==> config.mk <==
export PLATFORM = sky130hd
export DESIGN_NAME = noise_voice
export DESIGN_NICKNAME = d
export VERILOG_FILES = /design/src/rtl/noise_pkg.sv /design/src/rtl/noise_lfsr.sv /design/src/rtl/noise_envelope.sv /design/src/rtl/noise_length.sv /design/src/rtl/noise_voice.sv
export SDC_FILE = /design/constraint.sdc
export NUM_CORES = 1
export LEC_CHECK = 0
export ABC_AREA = 1
export BUFFER_PORTS_ARGS = -buffer_cell sky130_fd_sc_hd__buf_2
export CAP_MARGIN = 40
export CORE_MARGIN = 4
export CORE_UTILIZATION = 50
export CTS_BUF_LIST = sky130_fd_sc_hd__clkbuf_8 sky130_fd_sc_hd__clkbuf_16
export CTS_CLUSTER_SIZE = 8
export DETAILED_ROUTE_END_ITERATION = 12
export PLACE_DENSITY_LB_ADDON = 0.08
export SLEW_MARGIN = 20
export SYNTH_ARGS = -nofsm -noshare
export SYNTH_HDL_FRONTEND = slang
export SYNTH_SLANG_ARGS = --single-unit
==> constraint.sdc <==
create_clock -name clk -period 9.3 [get_ports clk]
set_input_delay 2.79 -clock clk [delete_from_list [all_inputs] [get_ports clk]]
set_output_delay 2.79 -clock clk [all_outputs]
set_load 0.1 [all_outputs]
==> src/rtl/noise_pkg.sv <==
// Shared constants, register selects and lookup tables for the noise voice.
package noise_pkg;

    localparam int LFSR_W = 15;
    localparam int CNT_W  = 12;
    localparam int LEN_W  = 8;
    localparam int AMP_W  = 4;

    typedef enum logic [1:0] {
        SEL_VOL  = 2'd0,
        SEL_PER  = 2'd1,
        SEL_LEN  = 2'd2,
        SEL_NONE = 2'd3
    } reg_sel_e;

    // Step period in CPU enables for a 4-bit period index.
    function automatic logic [CNT_W-1:0] period_lookup(input logic [3:0] idx);
        case (idx)
            4'd0:  period_lookup = 12'd4;
            4'd1:  period_lookup = 12'd8;
            4'd2:  period_lookup = 12'd16;
            4'd3:  period_lookup = 12'd32;
            4'd4:  period_lookup = 12'd64;
            4'd5:  period_lookup = 12'd96;
            4'd6:  period_lookup = 12'd128;
            4'd7:  period_lookup = 12'd160;
            4'd8:  period_lookup = 12'd202;
            4'd9:  period_lookup = 12'd254;
            4'd10: period_lookup = 12'd380;
            4'd11: period_lookup = 12'd508;
            4'd12: period_lookup = 12'd762;
            4'd13: period_lookup = 12'd1016;
            4'd14: period_lookup = 12'd2034;
            default: period_lookup = 12'd4068;
        endcase
    endfunction

    // Length counter load value for a 5-bit length index.
    function automatic logic [LEN_W-1:0] length_lookup(input logic [4:0] idx);
        if (idx[0]) begin
            // odd indices: 254 for index 1, otherwise index minus one
            length_lookup = (idx == 5'd1) ? 8'd254 : {3'd0, idx} - 8'd1;
        end else begin
            case (idx[4:1])
                4'd0:  length_lookup = 8'd10;
                4'd1:  length_lookup = 8'd20;
                4'd2:  length_lookup = 8'd40;
                4'd3:  length_lookup = 8'd80;
                4'd4:  length_lookup = 8'd160;
                4'd5:  length_lookup = 8'd60;
                4'd6:  length_lookup = 8'd14;
                4'd7:  length_lookup = 8'd26;
                4'd8:  length_lookup = 8'd12;
                4'd9:  length_lookup = 8'd24;
                4'd10: length_lookup = 8'd48;
                4'd11: length_lookup = 8'd96;
                4'd12: length_lookup = 8'd192;
                4'd13: length_lookup = 8'd72;
                4'd14: length_lookup = 8'd16;
                default: length_lookup = 8'd32;
            endcase
        end
    endfunction

endpackage

==> src/rtl/noise_lfsr.sv <==
// Period timer and shift register of the noise voice.
// Counts CPU enables up to the table period, then shifts the register right
// with XOR feedback into the top bit. Assumes a period write and an enable
// never need to act in the same cycle: the write takes precedence.
module noise_lfsr
    import noise_pkg::*;
#(
    parameter int W         = LFSR_W,
    parameter int LONG_TAP  = 1,
    parameter int SHORT_TAP = 6
) (
    input  logic       clk,
    input  logic       rst_n,
    input  logic       cpu_ce,
    input  logic       per_wr,
    input  logic [3:0] per_idx,
    input  logic       per_short,
    output logic       top_bit
);

    localparam logic [W-1:0] SEED = {{(W-1){1'b0}}, 1'b1};

    logic [3:0]       idx_q;
    logic             short_q;
    logic [CNT_W-1:0] cnt_q;
    logic [W-1:0]     sr_q;
    logic [CNT_W-1:0] cur_last;
    logic [CNT_W-1:0] new_last;
    logic             fb;

    // Last count value of the current and the newly written period.
    always_comb begin
        cur_last = period_lookup(idx_q) - 1'b1;
        new_last = period_lookup(per_idx) - 1'b1;
        fb       = sr_q[0] ^ (short_q ? sr_q[SHORT_TAP] : sr_q[LONG_TAP]);
    end

    // Timer count, period register and shift register update.
    always_ff @(posedge clk) begin
        if (!rst_n) begin
            idx_q   <= 4'd0;
            short_q <= 1'b0;
            cnt_q   <= '0;
            sr_q    <= SEED;
        end else if (per_wr) begin
            idx_q   <= per_idx;
            short_q <= per_short;
            if (cnt_q > new_last) cnt_q <= new_last;
        end else if (cpu_ce) begin
            if (cnt_q >= cur_last) begin
                cnt_q <= '0;
                sr_q  <= {fb, sr_q[W-1:1]};
            end else begin
                cnt_q <= cnt_q + 1'b1;
            end
        end
    end

    assign top_bit = sr_q[W-1];


    lfsr_nonzero_chk: assert property (@(posedge clk) disable iff (!rst_n)
        sr_q != '0);


    timer_in_range_chk: assert property (@(posedge clk) disable iff (!rst_n)
        cnt_q <= cur_last);


    shift_hold_chk: assert property (@(posedge clk) disable iff (!rst_n)
        (!cpu_ce || per_wr) |=> $stable(sr_q));

endmodule

==> src/rtl/noise_envelope.sv <==
// Volume register and decaying envelope of the noise voice.
// Holds the volume/period, constant-volume and loop fields, steps the envelope
// on quarter-frame pulses and restarts it after a length-register write.
module noise_envelope
    import noise_pkg::*;
(
    input  logic             clk,
    input  logic             rst_n,
    input  logic             qtr,
    input  logic             vol_wr,
    input  logic [5:0]       vol_data,
    input  logic             restart,
    output logic [AMP_W-1:0] amp,
    output logic             halt
);

    localparam logic [AMP_W-1:0] FULL = '1;

    logic [AMP_W-1:0] vol_q;
    logic             const_q;
    logic             loop_q;
    logic [AMP_W-1:0] env_q;
    logic [AMP_W-1:0] div_q;
    logic             flag_q;

    // Volume register fields.
    always_ff @(posedge clk) begin
        if (!rst_n) begin
            vol_q   <= '0;
            const_q <= 1'b0;
            loop_q  <= 1'b0;
        end else if (vol_wr) begin
            vol_q   <= vol_data[3:0];
            const_q <= vol_data[4];
            loop_q  <= vol_data[5];
        end
    end

    // Restart flag: raised by a length write, consumed by a quarter pulse.
    always_ff @(posedge clk) begin
        if (!rst_n)       flag_q <= 1'b0;
        else if (restart) flag_q <= 1'b1;
        else if (qtr)     flag_q <= 1'b0;
    end

    // Envelope and divider stepping on quarter-frame pulses.
    always_ff @(posedge clk) begin
        if (!rst_n) begin
            env_q <= '0;
            div_q <= '0;
        end else if (qtr) begin
            if (flag_q) begin
                env_q <= FULL;
                div_q <= '0;
            end else if (div_q >= vol_q) begin
                div_q <= '0;
                if (env_q != '0)  env_q <= env_q - 1'b1;
                else if (loop_q)  env_q <= FULL;
            end else begin
                div_q <= div_q + 1'b1;
            end
        end
    end

    assign amp  = const_q ? vol_q : env_q;
    assign halt = loop_q;


    env_restart_chk: assert property (@(posedge clk) disable iff (!rst_n)
        (qtr && flag_q) |=> (env_q == FULL && div_q == '0));


    env_idle_chk: assert property (@(posedge clk) disable iff (!rst_n)
        !qtr |=> $stable(env_q));

endmodule

==> src/rtl/noise_length.sv <==
// Length counter of the noise voice.
// Loads from the length table on a write while enabled, counts down on
// half-frame pulses unless halted, and is held at zero while disabled.
module noise_length
    import noise_pkg::*;
(
    input  logic       clk,
    input  logic       rst_n,
    input  logic       chan_en,
    input  logic       load,
    input  logic [4:0] load_idx,
    input  logic       half,
    input  logic       halt,
    output logic       active
);

    logic [LEN_W-1:0] len_q;

    // Counter load, countdown and clear.
    always_ff @(posedge clk) begin
        if (!rst_n)                            len_q <= '0;
        else if (!chan_en)                     len_q <= '0;
        else if (load)                         len_q <= length_lookup(load_idx);
        else if (half && !halt && len_q != '0) len_q <= len_q - 1'b1;
    end

    assign active = (len_q != '0);


    len_clear_chk: assert property (@(posedge clk) disable iff (!rst_n)
        !chan_en |=> !active);


    len_count_chk: assert property (@(posedge clk) disable iff (!rst_n)
        (chan_en && !load && half && !halt && len_q != '0)
        |=> len_q == $past(len_q) - 8'd1);


    len_halt_chk: assert property (@(posedge clk) disable iff (!rst_n)
        (chan_en && !load && halt) |=> $stable(len_q));

endmodule

==> src/rtl/noise_voice.sv <==
// Noise voice top: decodes register writes and combines the shift register,
// envelope and length counter into the 4-bit output.
// Assumes quarter/half pulses are one cycle wide and come from a frame sequencer.
module noise_voice
    import noise_pkg::*;
(
    input  logic       clk,
    input  logic       rst_n,
    input  logic       cpu_ce,
    input  logic       wr_en,
    input  logic [1:0] wr_sel,
    input  logic [7:0] wr_data,
    input  logic       chan_en,
    input  logic       qtr_tick,
    input  logic       half_tick,
    output logic [3:0] level,
    output logic       len_active
);

    logic             vol_wr;
    logic             per_wr;
    logic             len_wr;
    logic             top_bit;
    logic [AMP_W-1:0] amp;
    logic             halt;

    // Register select decode.
    always_comb begin
        vol_wr = wr_en && (wr_sel == SEL_VOL);
        per_wr = wr_en && (wr_sel == SEL_PER);
        len_wr = wr_en && (wr_sel == SEL_LEN);
    end

    noise_lfsr u_lfsr (
        .clk       (clk),
        .rst_n     (rst_n),
        .cpu_ce    (cpu_ce),
        .per_wr    (per_wr),
        .per_idx   (wr_data[3:0]),
        .per_short (wr_data[7]),
        .top_bit   (top_bit)
    );

    noise_envelope u_env (
        .clk      (clk),
        .rst_n    (rst_n),
        .qtr      (qtr_tick),
        .vol_wr   (vol_wr),
        .vol_data (wr_data[5:0]),
        .restart  (len_wr),
        .amp      (amp),
        .halt     (halt)
    );

    noise_length u_len (
        .clk      (clk),
        .rst_n    (rst_n),
        .chan_en  (chan_en),
        .load     (len_wr),
        .load_idx (wr_data[7:3]),
        .half     (half_tick),
        .halt     (halt),
        .active   (len_active)
    );

    // Output gate: amplitude when the top bit is set and length is running.
    assign level = (len_active && top_bit) ? amp : 4'd0;


    silent_when_expired_chk: assert property (@(posedge clk) disable iff (!rst_n)
        !len_active |-> level == 4'd0);

endmodule

==> results.tsv, run 1 <==
metric	value	unit
status	finished clean	
hold_buffers	0	
tns	0	ns
fp.dieH	103	µm
cts_max_path_buffers	2	
critPathBufInv	4	
yosys_warnings	0	
fin_util	55.7	%
ioPinCount	22	
use_met1	30.7	%
whs	0.479	ns
min_period	5.40	ns
area_growth	7.76	%
r2r_cells	17	
slew_headroom	53.3	%
gp_congestion	0.891	
crit_path_start_kind	input pin	
cts.reportedPaths.clkPinSlew	0.09	ns
grt_use_total	21.4	%
finalSetupViolations	0	
synthMostInstantiatedCell	nand2_1	
cp_data_required_time	9.53	ns
path_cells	buf_2 -> inv_1 -> nor2_1 -> o21ai_0 -> ha_1 -> inv_1 -> nor2_1 -> nand2_1 -> nand2_1 -> nand2_1 -> ha_1 -> nand2_1 -> nor2_1 -> and2_1 -> nand2_1 -> nand3_1 -> nand2_1 -> nand2_2 -> inv_1 -> nor2_1 -> nor2_1	
use_met3	4.29	%
crit_family	simple AND/OR/NAND/NOR gates	
post-place-cells	800	
synth.distinct_cells	40	
post_synth_most_frequent_cells	115 x nand2_1, 109 x nor2_1, 75 x inv_1	
htree_levels	3	
final_area	4900	µm²
numCtsBuffers	9	
post_dp_cell_area	4680	µm²
yosysTopAreaCellShare	29.1	%
drt_wl_total	10700	µm
synth_edf_count	0	
place_ws	3.60	ns
antenna_found_initial	0	
netlist_instances	693	
clock_skew	0.0124	ns
crit_fanout	16	
clock_latency	0.34	ns
synth_ff_type	dfxtp_1	
comb_power_share	30.1	%
crit_top_cell	nand2_1	
cts-root-buf	clkbuf_8	
muxShareOfSynthArea	0.220	%
cap_violations	0	
swShare	36.5	%
hold_violations	0	
drt_drc_violations_left	0	
avgSynthCellArea	6.56	µm²
clkPwrFrac	31.2	%
cp.arrival	5.63	ns
port_buffers	21	
layout.nets	760	
ys_seq_elements	66	
stdcell_count	816	
synthArstFlopShare	0	%
ctsResizeCount	0	
vias	4411	
power.leakage	2.34	nW
post-route-period-util	58.1	%
critPathKind	input pin to register	
wl_per_cell	13.1	µm
rows	34	
yosys-top-cells-area	dfxtp_1 29%, ha_1 11%, nand2_1 9.5%, nor2_1 9.0%, o21ai_0 7.2%	
synth_fp_nets	750	
yosysSeqAreaShare	29.1	%
powerDensity	179	nW/µm²
slew_violations	0	
hp-class	register to register	
cts_setup_buffers	0	
crit_slowest_cell	o21ai_0	
first_iter_violations	293	
internal_power	0.558	mW
max_stage_delay	0.35	ns
synth_top_family_by_area	simple AND/OR/NAND/NOR gates	
synthAdderAreaFrac	11.0	%
ant_nets	0	
final_layout_size_suffix_gt1_share	8.90	%
endpoint	u_lfsr.cnt_q[6]	
antenna_cells	0	
r2r_setup_slack	5.86	ns
synth_simple_gate_area_share	31.7	%
path_depth	21	
initial_core_util	51.6	%
die_w	103	µm
grt_pass1_wl	18300	µm
grt_max_degree	44	
hp-start	u_lfsr.sr_q[1]	
end_kind	register	
rsz0062_at_grt	no	
coreArea	8810	µm²
gr-total-overflow	0	
cp-startpoint	wr_data[2]	
max-vdd-ir-drop	0.104	mV
fmax	185	MHz
dieArea	10700	µm²
synth-xor-area-share	3.47	%
cts_tree	yes	
switching_power	0.321	mW
sequentialPowerShare	38.7	%
dr.pass1.iters	5	
via_per_inst	5.41	
syn_area	4550	µm²
use_met2	32.9	%
fin_ws	3.90	ns
cts_sinks	66	
top_usage_layer	met2	
synth_compound_area_share	15.0	%
worstMarginPinSlew	0.700	ns
reg2reg_to	u_lfsr.sr_q[14]	
first_global_vias	3964	
yosysTopAreaCell	dfxtp_1	
finalPower	0.879	mW
dp_hpwl	8100	µm
-- cell type report --
class                      count  area [µm²]
multi-input combinational    519        2790
sequential                    66        1320
clock inverter                 7         100
fill                         907        3910
clock buffer                   9         124
inverter                      85         319
tap                          108         135
timing repair buffer          22         110
-- power groups by stage --
| stage | clock [mW] | sequential [mW] | combinational (mW) |
|---|---|---|---|
| final | 0.275 | 0.340 | 0.264 |
| after global routing | 0.293 | 0.345 | 0.307 |
| after CTS | 0.281 | 0.340 | 0.263 |
| after detailed placement | 0 | 0.346 | 0.262 |
| after global placement | 0 | 0.346 | 0.255 |
| after floorplan | 0 | 0.337 | 0.217 |
-- metal layers --
layer / vias to the layer above / part of all wire (%)
met3: 12 / 5.3
met4: 0 / 0.95
li1: 2291 / -
met5: - / 0
met2: 122 / 44
met1: 1986 / 50
-- placed cells by master, fill, tap and decap left out, types with 2 or more instances in the layout --
cell type  synthesis  final
nor3_1            14     14
xor2_1             8      8
inv_1             75     75
nand2_2            7      7
o21ai_0           65     65
inv_2              9      9
and2_1             2      2
xnor2_1           10     10
a31oi_1            2      2
buf_2             15     22
o21ai_1           12     12
nor2_2             5      5
a21oi_1           39     39
nand3_1           59     59
ha_1              40     40
nand4_1           11     11
clkbuf_8           0      9
nor2_1           109    109
nand3b_1           2      2
o211ai_1           5      5
nand2_1          115    115
bufinv_16          0      2
dfxtp_1           66     66
inv_6              0      3
-- tightest hold or removal path: cells and delay by family, from the launching register on --
family / cells / cell delay (ns)
flip-flops: 1 / 0.33
AND/OR/NAND/NOR: 2 / 0.11
-- logic make-up (layout without fill, tap and decap cells) --
logic type / after synthesis / after routing
AO/OA/AOI/OAI: 130 / 130
XOR/XNOR: 18 / 18
adder cells (fa/ha/maj): 40 / 40
buffers and inverters: 108 / 123
flip-flops: 66 / 66
multiplexers: 1 / 1
AND/OR/NAND/NOR: 330 / 330
-- worst min-delay path by stage --
stage                 endpoint  depth (start not counted)
6_report        u_lfsr.sr_q[0]                          2
3_5_place_dp    u_lfsr.sr_q[8]                          2
5_1_grt         u_lfsr.sr_q[9]                          2
3_3_place_gp    u_lfsr.sr_q[5]                          2
2_1_floorplan  u_lfsr.sr_q[10]                          2
4_1_cts         u_lfsr.sr_q[0]                          2
Power figures use the tool's default switching activity.
==> run 2: changes to the inputs <==
==> constraint.sdc (replaced) <==
create_clock -name clk -period 5.3 [get_ports clk]
set_input_delay 1.59 -clock clk [delete_from_list [all_inputs] [get_ports clk]]
set_output_delay 1.59 -clock clk [all_outputs]
set_load 0.1 [all_outputs]
==> run 2 against run 1 <==
Against the previous run:
- global-route usage rose by 0.24 points
- clock-buffer cell count did not move
- sequential power rose by 76%
- register-to-register slack got worse by 4.0 ns
- critical path depth did not move
- via count fell by 0.57%
- highest routed layer unchanged
- wire length rose by 0.13%
==> results.tsv, run 2 (synthesis results as in run 1) <==
metric	value	unit	change
htree_levels	3		unchanged
cp.arrival	4.40	ns	-1.23 ns
max-vdd-ir-drop	0.187	mV	+79%
clkPwrFrac	31.2	%	about the same
ant_nets	0		unchanged
cts_sinks	66		unchanged
dr.pass1.iters	7		+2
post-route-period-util	78.6	%	
cap_violations	0		unchanged
power.leakage	2.34	nW	unchanged
antenna_cells	0		unchanged
slew_violations	0		unchanged
final_cell_mix	115 x nand2_1, 109 x nor2_1, 75 x inv_1		
hold_buffers	0		unchanged
ioPinCount	22		unchanged
die_w	103	µm	unchanged
first_global_vias	3997		+0.83%
wl_per_cell	13.1	µm	+0.13%
cts-root-buf	clkbuf_8		
fmax	240	MHz	
coreArea	8810	µm²	unchanged
ctsResizeCount	0		unchanged
cts_max_path_buffers	2		unchanged
min_period	4.17	ns	
drt_drc_violations_left	0		unchanged
switching_power	0.562	mW	+75%
critPathKind	input pin to register		
first_iter_violations	244		-17%
clock_skew	0.0135	ns	+0.00110 ns
cts_tree	yes		
drt_wl_total	10700	µm	+0.13%
numCtsBuffers	9		unchanged
grt_use_total	21.7	%	+0.24 points
cts_setup_buffers	0		unchanged
hold_violations	0		unchanged
dieArea	10700	µm²	unchanged
internal_power	0.978	mW	+75%
cts.reportedPaths.clkPinSlew	0.09	ns	about the same
initial_core_util	51.6	%	unchanged
gr-total-overflow	0		unchanged
rows	34		unchanged
swShare	36.5	%	-0.042 points
final_area	4900	µm²	unchanged
layout_commonest_cell	nand2_1		
hp-class	register to register		
status	finished clean		
final_layout_size_suffix_gt1_share	8.90	%	unchanged
area_growth	7.76	%	unchanged
crit_path_start_kind	input pin		
port_buffers	21		unchanged
comb_power_share	30.1	%	about the same
post_dp_cell_area	4680	µm²	unchanged
tns	0	ns	unchanged
gp_congestion	0.891		unchanged
end_kind	register		
worstMarginPinSlew	0.694	ns	-0.00599 ns
sequentialPowerShare	38.7	%	about the same
powerDensity	314	nW/µm²	+75%
rsz0062_at_grt	no		
finalSetupViolations	0		unchanged
cp_data_required_time	5.53	ns	-4.00 ns
via_per_inst	5.38		-0.57%
slew_headroom	53.7	%	+0.40 points
vias	4386		-0.57%
dp_hpwl	8110	µm	+0.10%
layout.nets	760		unchanged
grt_max_degree	44		unchanged
crit_fanout	16		unchanged
grt_pass1_wl	18500	µm	+0.71%
clock_latency	0.35	ns	about the same
fp.dieH	103	µm	unchanged
antenna_found_initial	0		unchanged
-- run 2: path summary, 6_finish.rpt --
path,slack [ns],depth (start not counted),endpoint,from
hold reg to reg,0.48,2,u_lfsr.sr_q[0],u_lfsr.sr_q[1]
setup reg to reg,1.88,17,u_lfsr.sr_q[1],register
hold / removal,0.48,2,u_lfsr.sr_q[0],u_lfsr.sr_q[1]
setup / recovery,1.13,21,u_lfsr.cnt_q[8],wr_data[2]
-- run 2: cell type report --
type                            instances  area, µm²
Clock inverter                          7        100
Clock buffer                            9        124
Timing Repair Buffer                   22        110
Multi-Input combinational cell        519       2790
Tap cell                              108        135
Sequential cell                        66       1320
Inverter                               85        319
Fill cell                             873       3910
-- run 2: power groups by stage --
stage               logic, mW  clock network, mW  registers, mW
floorplan               0.381                  0          0.591
global placement        0.447                  0          0.607
detailed placement      0.459                  0          0.607
CTS                     0.463              0.491          0.596
global route            0.540              0.513          0.605
finish                  0.464              0.480          0.597
-- run 2: critical path: stages --
cell and delay (ns):
buf_2 0.17, inv_1 0.14, nor2_1 0.05, o21ai_0 0.32, ha_1 0.31, inv_1 0.08, nor2_1 0.14, nand2_1 0.07
nand2_1 0.07, nand2_1 0.05, ha_1 0.28, nand2_1 0.07, nor2_1 0.13, and2_1 0.14, nand2_1 0.05, nand3_1 0.06
nand2_1 0.09, nand2_2 0.21, inv_1 0.17, nor2_1 0.14, nor2_1 0.05
-- run 2: stage by stage --
step	setup WS, ns	hold slack, ns	utilization, %	instances	power, mW
2_1_floorplan	0.788	0.450	-	693	0.971
3_3_place_gp	0.992	0.464	53.1	799	1.05
3_5_place_dp	0.843	0.469	53.1	800	1.07
4_1_cts	1.18	0.477	55.7	816	1.55
5_1_grt	0.773	0.510	55.7	816	1.66
6_report	1.13	0.479	55.7	816	1.54
-- run 2: per-layer routing --
layer | global-route usage, % | wire, µm
met5 | 0 | 0
met4 | 5.88 | 141
met3 | 4.76 | 668
met2 | 33.0 | 4670
met1 | 30.8 | 5240
